--- src/rtl/regbank_pkg.sv ---
`timescale 1ns/1ps
package regbank_pkg;
  localparam int WORD_W = 32;
  localparam int IDX_W  = 10;
  localparam int SIZE_W = 2;

  typedef enum logic [1:0] {LK_SOFT = 2'd0, LK_OPEN = 2'd1, LK_HARD = 2'd2} lock_e;

  typedef struct packed {
    logic             wrCommit;
    logic             rdLatch;
    logic             rdInRange;
    logic [IDX_W-1:0] idx;
  } strobe_t;

  localparam logic [IDX_W-1:0] IDX_KEY  = IDX_W'(0);
  localparam logic [IDX_W-1:0] IDX_CONF = IDX_W'(1);
  localparam logic [IDX_W-1:0] IDX_PHY  = IDX_W'(24);
  localparam logic [IDX_W-1:0] IDX_TEST = IDX_W'(28);

  localparam logic [WORD_W-1:0] KEY_OPEN = 32'hFC60_0309;
  localparam logic [WORD_W-1:0] KEY_HARD = 32'hDEAD_DEAD;

  localparam logic [WORD_W-1:0] CODE_SOFT = 32'h0000_0000;
  localparam logic [WORD_W-1:0] CODE_OPEN = 32'h0000_0001;
  localparam logic [WORD_W-1:0] CODE_HARD = 32'h0000_0010;

  localparam logic [WORD_W-1:0] CONF_RO    = 32'hF00F_C04C;
  localparam logic [WORD_W-1:0] CONF_FIXED = 32'h3000_000C;

  localparam int PHY_BUSY_BIT  = 0;
  localparam int PHY_PLL_BIT   = 4;
  localparam int TEST_DONE_BIT = 12;
  localparam int TEST_FAIL_BIT = 13;

  // Words that bypass the lock (byte offsets 0x50,0x6C,0x74,0x78,0x7C,0x88,0x8C,0xB4)
  function automatic logic isAlwaysOpen(input logic [IDX_W-1:0] idx);
    case (idx)
      IDX_W'(20), IDX_W'(27), IDX_W'(29), IDX_W'(30),
      IDX_W'(31), IDX_W'(34), IDX_W'(35), IDX_W'(45): return 1'b1;
      default: return 1'b0;
    endcase
  endfunction
endpackage

--- src/rtl/regbank_ctrl.sv ---
`timescale 1ns/1ps
module regbank_ctrl
  import regbank_pkg::*;
#(
  parameter int NumWords = 48
) (
  input  logic              clk,
  input  logic              rstN,
  input  logic              wrEn,
  input  logic              rdEn,
  input  logic [IDX_W-1:0]  addr,
  input  logic [WORD_W-1:0] wrData,
  output strobe_t           strobe,
  output lock_e             lockState,
  output logic              accErr
);
  localparam logic [IDX_W-1:0] LastIdx = IDX_W'(NumWords - 1);

  logic  inRange;
  logic  isKey;
  logic  permit;
  logic  errNext;
  lock_e lockNext;

  assign inRange = (addr <= LastIdx);
  assign isKey   = (addr == IDX_KEY);

  // Hard lock leaves only the open group; soft lock also admits the key word.
  always_comb begin
    unique case (lockState)
      LK_OPEN: permit = 1'b1;
      LK_SOFT: permit = isAlwaysOpen(addr) || isKey;
      default: permit = isAlwaysOpen(addr);
    endcase
  end

  assign strobe.wrCommit  = wrEn && inRange && permit;
  assign strobe.rdLatch   = rdEn;
  assign strobe.rdInRange = inRange;
  assign strobe.idx       = addr;

  assign errNext = (wrEn && !(inRange && permit)) || (rdEn && !inRange);

  always_comb begin
    lockNext = lockState;
    if (strobe.wrCommit && isKey) begin
      if (wrData == KEY_OPEN)      lockNext = LK_OPEN;
      else if (wrData == KEY_HARD) lockNext = LK_HARD;
      else                         lockNext = LK_SOFT;
    end
  end

  always_ff @(posedge clk) begin
    if (!rstN) begin
      lockState <= LK_SOFT;
      accErr    <= 1'b0;
    end else begin
      lockState <= lockNext;
      accErr    <= errNext;
    end
  end
endmodule

--- src/rtl/regbank_store.sv ---
`timescale 1ns/1ps
module regbank_store
  import regbank_pkg::*;
#(
  parameter int NumWords = 48
) (
  input  logic              clk,
  input  logic              rstN,
  input  strobe_t           strobe,
  input  logic [WORD_W-1:0] wrData,
  input  logic [SIZE_W-1:0] sizeCode,
  input  lock_e             lockState,
  output logic [WORD_W-1:0] rdData
);
  localparam int SelW    = $clog2(NumWords);
  localparam int SlotCnt = 1 << SelW;

  logic [WORD_W-1:0] sizeWord;
  logic [WORD_W-1:0] confReset;
  logic [WORD_W-1:0] wrShaped;
  logic [WORD_W-1:0] lockCode;
  logic [WORD_W-1:0] slot [SlotCnt];

  assign sizeWord  = {{(WORD_W-SIZE_W){1'b0}}, sizeCode};
  assign confReset = CONF_FIXED | sizeWord;

  always_comb begin
    wrShaped = wrData;
    case (strobe.idx)
      IDX_CONF: wrShaped = (wrData & ~CONF_RO) | confReset;
      IDX_PHY: begin
        wrShaped[PHY_BUSY_BIT] = 1'b0;
        wrShaped[PHY_PLL_BIT]  = 1'b1;
      end
      IDX_TEST: begin
        wrShaped[TEST_DONE_BIT] = 1'b1;
        wrShaped[TEST_FAIL_BIT] = 1'b0;
      end
      default: ;
    endcase
  end

  generate
    for (genvar i = 0; i < SlotCnt; i++) begin : g_slot
      if (i == 0 || i >= NumWords) begin : g_empty
        assign slot[i] = '0;
      end else begin : g_word
        logic [WORD_W-1:0] q;
        always_ff @(posedge clk) begin
          if (!rstN)
            q <= (i == int'(IDX_CONF)) ? confReset : '0;
          else if (strobe.wrCommit && strobe.idx == IDX_W'(i))
            q <= wrShaped;
        end
        assign slot[i] = q;
      end
    end
  endgenerate

  always_comb begin
    unique case (lockState)
      LK_OPEN: lockCode = CODE_OPEN;
      LK_HARD: lockCode = CODE_HARD;
      default: lockCode = CODE_SOFT;
    endcase
  end

  always_ff @(posedge clk) begin
    if (!rstN)
      rdData <= '0;
    else if (strobe.rdLatch) begin
      if (!strobe.rdInRange)            rdData <= '0;
      else if (strobe.idx == IDX_KEY)   rdData <= lockCode;
      else                              rdData <= slot[strobe.idx[SelW-1:0]];
    end
  end
endmodule

--- src/rtl/dram_ctl_regbank.sv ---
`timescale 1ns/1ps
module dram_ctl_regbank
  import regbank_pkg::*;
#(
  parameter int NumWords = 48
) (
  input  logic              clk,
  input  logic              rstN,
  input  logic              wrEn,
  input  logic              rdEn,
  input  logic [IDX_W-1:0]  addr,
  input  logic [WORD_W-1:0] wrData,
  input  logic [SIZE_W-1:0] memSizeSel,
  output logic [WORD_W-1:0] rdData,
  output logic              accErr
);
  strobe_t strobe;
  lock_e   lockState;

  regbank_ctrl #(.NumWords(NumWords)) u_ctrl (
    .clk(clk), .rstN(rstN), .wrEn(wrEn), .rdEn(rdEn), .addr(addr),
    .wrData(wrData), .strobe(strobe), .lockState(lockState), .accErr(accErr)
  );

  regbank_store #(.NumWords(NumWords)) u_store (
    .clk(clk), .rstN(rstN), .strobe(strobe), .wrData(wrData),
    .sizeCode(memSizeSel), .lockState(lockState), .rdData(rdData)
  );
endmodule

--- config.mk ---
export PLATFORM = sky130hd
export DESIGN_NAME = dram_ctl_regbank
export DESIGN_NICKNAME = d
export VERILOG_FILES = /design/src/rtl/regbank_pkg.sv /design/src/rtl/regbank_ctrl.sv /design/src/rtl/regbank_store.sv /design/src/rtl/dram_ctl_regbank.sv
export SDC_FILE = /design/constraint.sdc
export NUM_CORES = 2
export LEC_CHECK = 0
export CAP_MARGIN = 20
export CORE_MARGIN = 8
export CORE_UTILIZATION = 60
export CTS_CLUSTER_DIAMETER = 40
export DETAILED_ROUTE_END_ITERATION = 6
export PLACE_DENSITY = 0.83
export SKIP_CTS_REPAIR_TIMING = 1
export SKIP_LAST_GASP = 1
export SYNTH_ARGS = -nofsm -noshare
export SYNTH_HDL_FRONTEND = slang
export SYNTH_SLANG_ARGS = --single-unit
--- constraint.sdc ---
create_clock -name clk -period 3.1 [get_ports clk]
set_clock_uncertainty 0.05 [all_clocks]
set_input_delay 0.465 -clock clk [delete_from_list [all_inputs] [get_ports clk]]
set_output_delay 0.465 -clock clk [all_outputs]
set_load 0.005 [all_outputs]
==> impl_metrics.env <==
export IMPL_status="complete, but fails checks"
export IMPL_violations="design-rule violations"
export IMPL_r2r_cells=6
export IMPL_crit_slowest_cell="nor2_1"
export IMPL_antenna_found_initial=13
export IMPL_ys_flop_type="dfxtp_1"
export IMPL_track_usage=0.346
export IMPL_ys_seq_area_frac=0.458
export IMPL_path_clk_slew_ps=60
export IMPL_cp_arrival_ps=3310
export IMPL_dp_hpwl_um=137000
export IMPL_hold_class="in -> reg"
export IMPL_avgSynthCellArea_um2=10.1
export IMPL_yosys_warnings=0
export IMPL_postSynth_asyncResetShare=0
export IMPL_criticalPathCategory="in -> reg"
export IMPL_slew_violations=0
export IMPL_p_per_area_nw_per_um2=547
export IMPL_first_global_vias=55400
export IMPL_wire_per_inst_um=26.6
export IMPL_grt_ovfl_total=0
export IMPL_ys_top_cells_by_area="dfxtp_1 (46%), mux2i_1 (13%), mux4_2 (10%), nand2_1 (8.1%), nand3_1 (2.9%)"
export IMPL_crit_path_start="addr[3]"
export IMPL_layout_drive_gt1_share=0.176
export IMPL_clock_sinks=1539
export IMPL_vdd_ir_drop_worst_mv=0.463
export IMPL_ys_seq_elements=1539
export IMPL_fmax_ghz=0.367
export IMPL_grt_max_degree=217
export IMPL_yosys_top_cells_count="dfxtp_1 (1,537), nand2_1 (1,459), mux2i_1 (907)"
export IMPL_clockPowerShare=0.484
export IMPL_p_leak_nw=32.2
export IMPL_power_frac_seq=0.463
export IMPL_drt_first_pass_iters=7
export IMPL_end_kind="register"
export IMPL_cts_htree_levels=4
export IMPL_drt_drc_violations_left=22
export IMPL_crit_chain="buf_2, nand2_1, buf_4, nor2_1, o211ai_1, buf_12, nand3_1, o21ai_0"
export IMPL_start_kind="input port"
export IMPL_syn_inst=6669
export IMPL_routabilityCongestion=0.936
export IMPL_power_internal_mw=32.7
export IMPL_min_period_ps=2720
export IMPL_worst_path_stages=8
export IMPL_cts_root_buf="clkbuf_16"
export IMPL_worstMarginPinSlew_ps=1100
export IMPL_combPwrFrac=0.053
export IMPL_area_growth_pct=16.0
export IMPL_grt_setup_unrepaired="no"
export IMPL_cpPeakStageDelay_ps=800
export IMPL_drv_cap=0
export IMPL_hold_path_startpoint="rstN"
export IMPL_grt_pass1_wl_um=330000
export IMPL_finalHoldViolCount=0
export IMPL_post_route_period_util=0.878
export IMPL_slew_headroom=0.261
export IMPL_critical_path_required_ps=3690
export IMPL_synth_most_common_cell="dfxtp_1"
export IMPL_synth_top_cell_by_area="dfxtp_1"
export IMPL_start_util=0.602
export IMPL_clk_insertion_delay_late_ps=770
export IMPL_yosysUniqueCellTypes=85
export IMPL_cpLargestDelayFamily="simple AND/OR/NAND/NOR gates"
export IMPL_die_area_um2=123000
export IMPL_synth_top_cell_area_share=0.457
export IMPL_whs_ps=85.7
export IMPL_holdPathStages=3
export IMPL_core_um2=112000
export IMPL_switching_share=0.237
export IMPL_vias=55900
export IMPL_row_count=123
export IMPL_viasPerCell=6.75
export IMPL_crit_buf_inv=3
export IMPL_fin_util=0.698
export IMPL_setup_tns_ps=0
export IMPL_p_sw_mw=10.1
export IMPL_synth_net_count=6717
export IMPL_fp_dieW_um=351
export IMPL_port_buffer_count=80
export IMPL_synth_edff_count=2
export IMPL_dieHeight_um=351
export IMPL_tritoncts="done"
export IMPL_cts_buffers=171
export IMPL_r2r_start="u_store.g_slot[27].g_word.q[6]"
export IMPL_drtIter0Drc=7914
export IMPL_max_clock_path_buffers=3
export IMPL_io_pins=81
export IMPL_routed_wl_um=220000
export IMPL_setup_violations=0
export IMPL_cp_max_fo=50
export IMPL_ant_nets=0
export IMPL_syn_cell_area_um2=67400
export IMPL_nets=6692
## worst paths after layout
kind	end	slack, ps
hold reg to reg	u_store.g_slot[3].g_word.q[24]	400
setup / recovery	u_store.g_slot[14].g_word.q[18]	380
setup reg to reg	u_store.rdData[6]	440
hold / removal	u_store.g_slot[7].g_word.q[17]	90
## power groups by stage
stage	logic [mW]	clock network (mW)	registers, mW
4_1_cts	2.17	20.7	19.8
5_1_grt	2.30	21.6	19.8
3_3_place_gp	2.13	0	20.2
2_1_floorplan	1.22	0	20.2
3_5_place_dp	2.15	0	20.2
6_report	2.27	20.7	19.8
## metal layers
metal  track usage  part of all wire  up-vias
met5             0           0.00019        -
met4         0.232             0.077        6
met3         0.104              0.13     1130
met2         0.529              0.44     3983
met1         0.421              0.35    27100
li1              -                 -    23600
## through the flow
step | instances | power, mW | setup slack, ps | instance area [um2]
2_1_floorplan | 6669 | 21.4 | 442 | 67400
3_3_place_gp | 7969 | 22.4 | -262 | 72300
3_5_place_dp | 7970 | 22.4 | -289 | 72300
4_1_cts | 8273 | 42.7 | 512 | 78100
5_1_grt | 8274 | 43.7 | 393 | 78100
6_report | 8280 | 42.8 | 379 | 78100
## flip-flops by register name, indices dropped and copies added, names as in the netlist
signal	count
u_ctrl.accErr	1
u_store.g_slot.g_word.q	1504
u_store.rdData	32
u_ctrl.lockState	2
## area by class of cell
type                            count  area (um2)
Timing Repair Buffer              508        6010
Sequential cell                  1539       30800
Multi-Input combinational cell   4406       33600
Tap cell                         1500        1880
Clock buffer                      225        4850
Clock inverter                     78         923
Antenna cell                        6        15.0
Inverter                           18        67.6
Fill cell                        7307       33700
## placed cells by master, fill, tap and decap left out, types with 24 or more instances in the layout
cell type	count
dfxtp_1	1537
nand2_1	1459
mux2i_1	907
o21ai_0	388
nand3_1	379
mux4_2	305
buf_4	268
a21boi_0	238
clkbuf_16	176
buf_12	158
a22oi_1	87
clkdlybuf4s50_1	74
a21boi_1	72
nor2_1	68
a21oi_1	39
o2111ai_4	35
a31o_2	34
a22o_1	32
o211ai_1	30
a221o_1	28
clkbuf_8	26
clkinv_2	24
## cell families (layout without fill, tap and decap cells)
logic type	count (synthesis)	after routing	synth area share
other	0	6	0
AO/OA/AOI/OAI	1133	1133	0.122
AND/OR/NAND/NOR	2039	2039	0.127
buffers and inverters	724	829	0.0522
XOR/XNOR	1	1	0.000130
multiplexers	1233	1233	0.240
flip-flops	1539	1539	0.458
## worst register-to-register path: cells and delay by family (launching register included)
kind	cells	cell delay, ps
AO/OA/AOI/OAI	4	1460
buffers and inverters	1	230
flip-flops	1	310
multiplexers	1	490
Power figures use the tool's default switching activity.
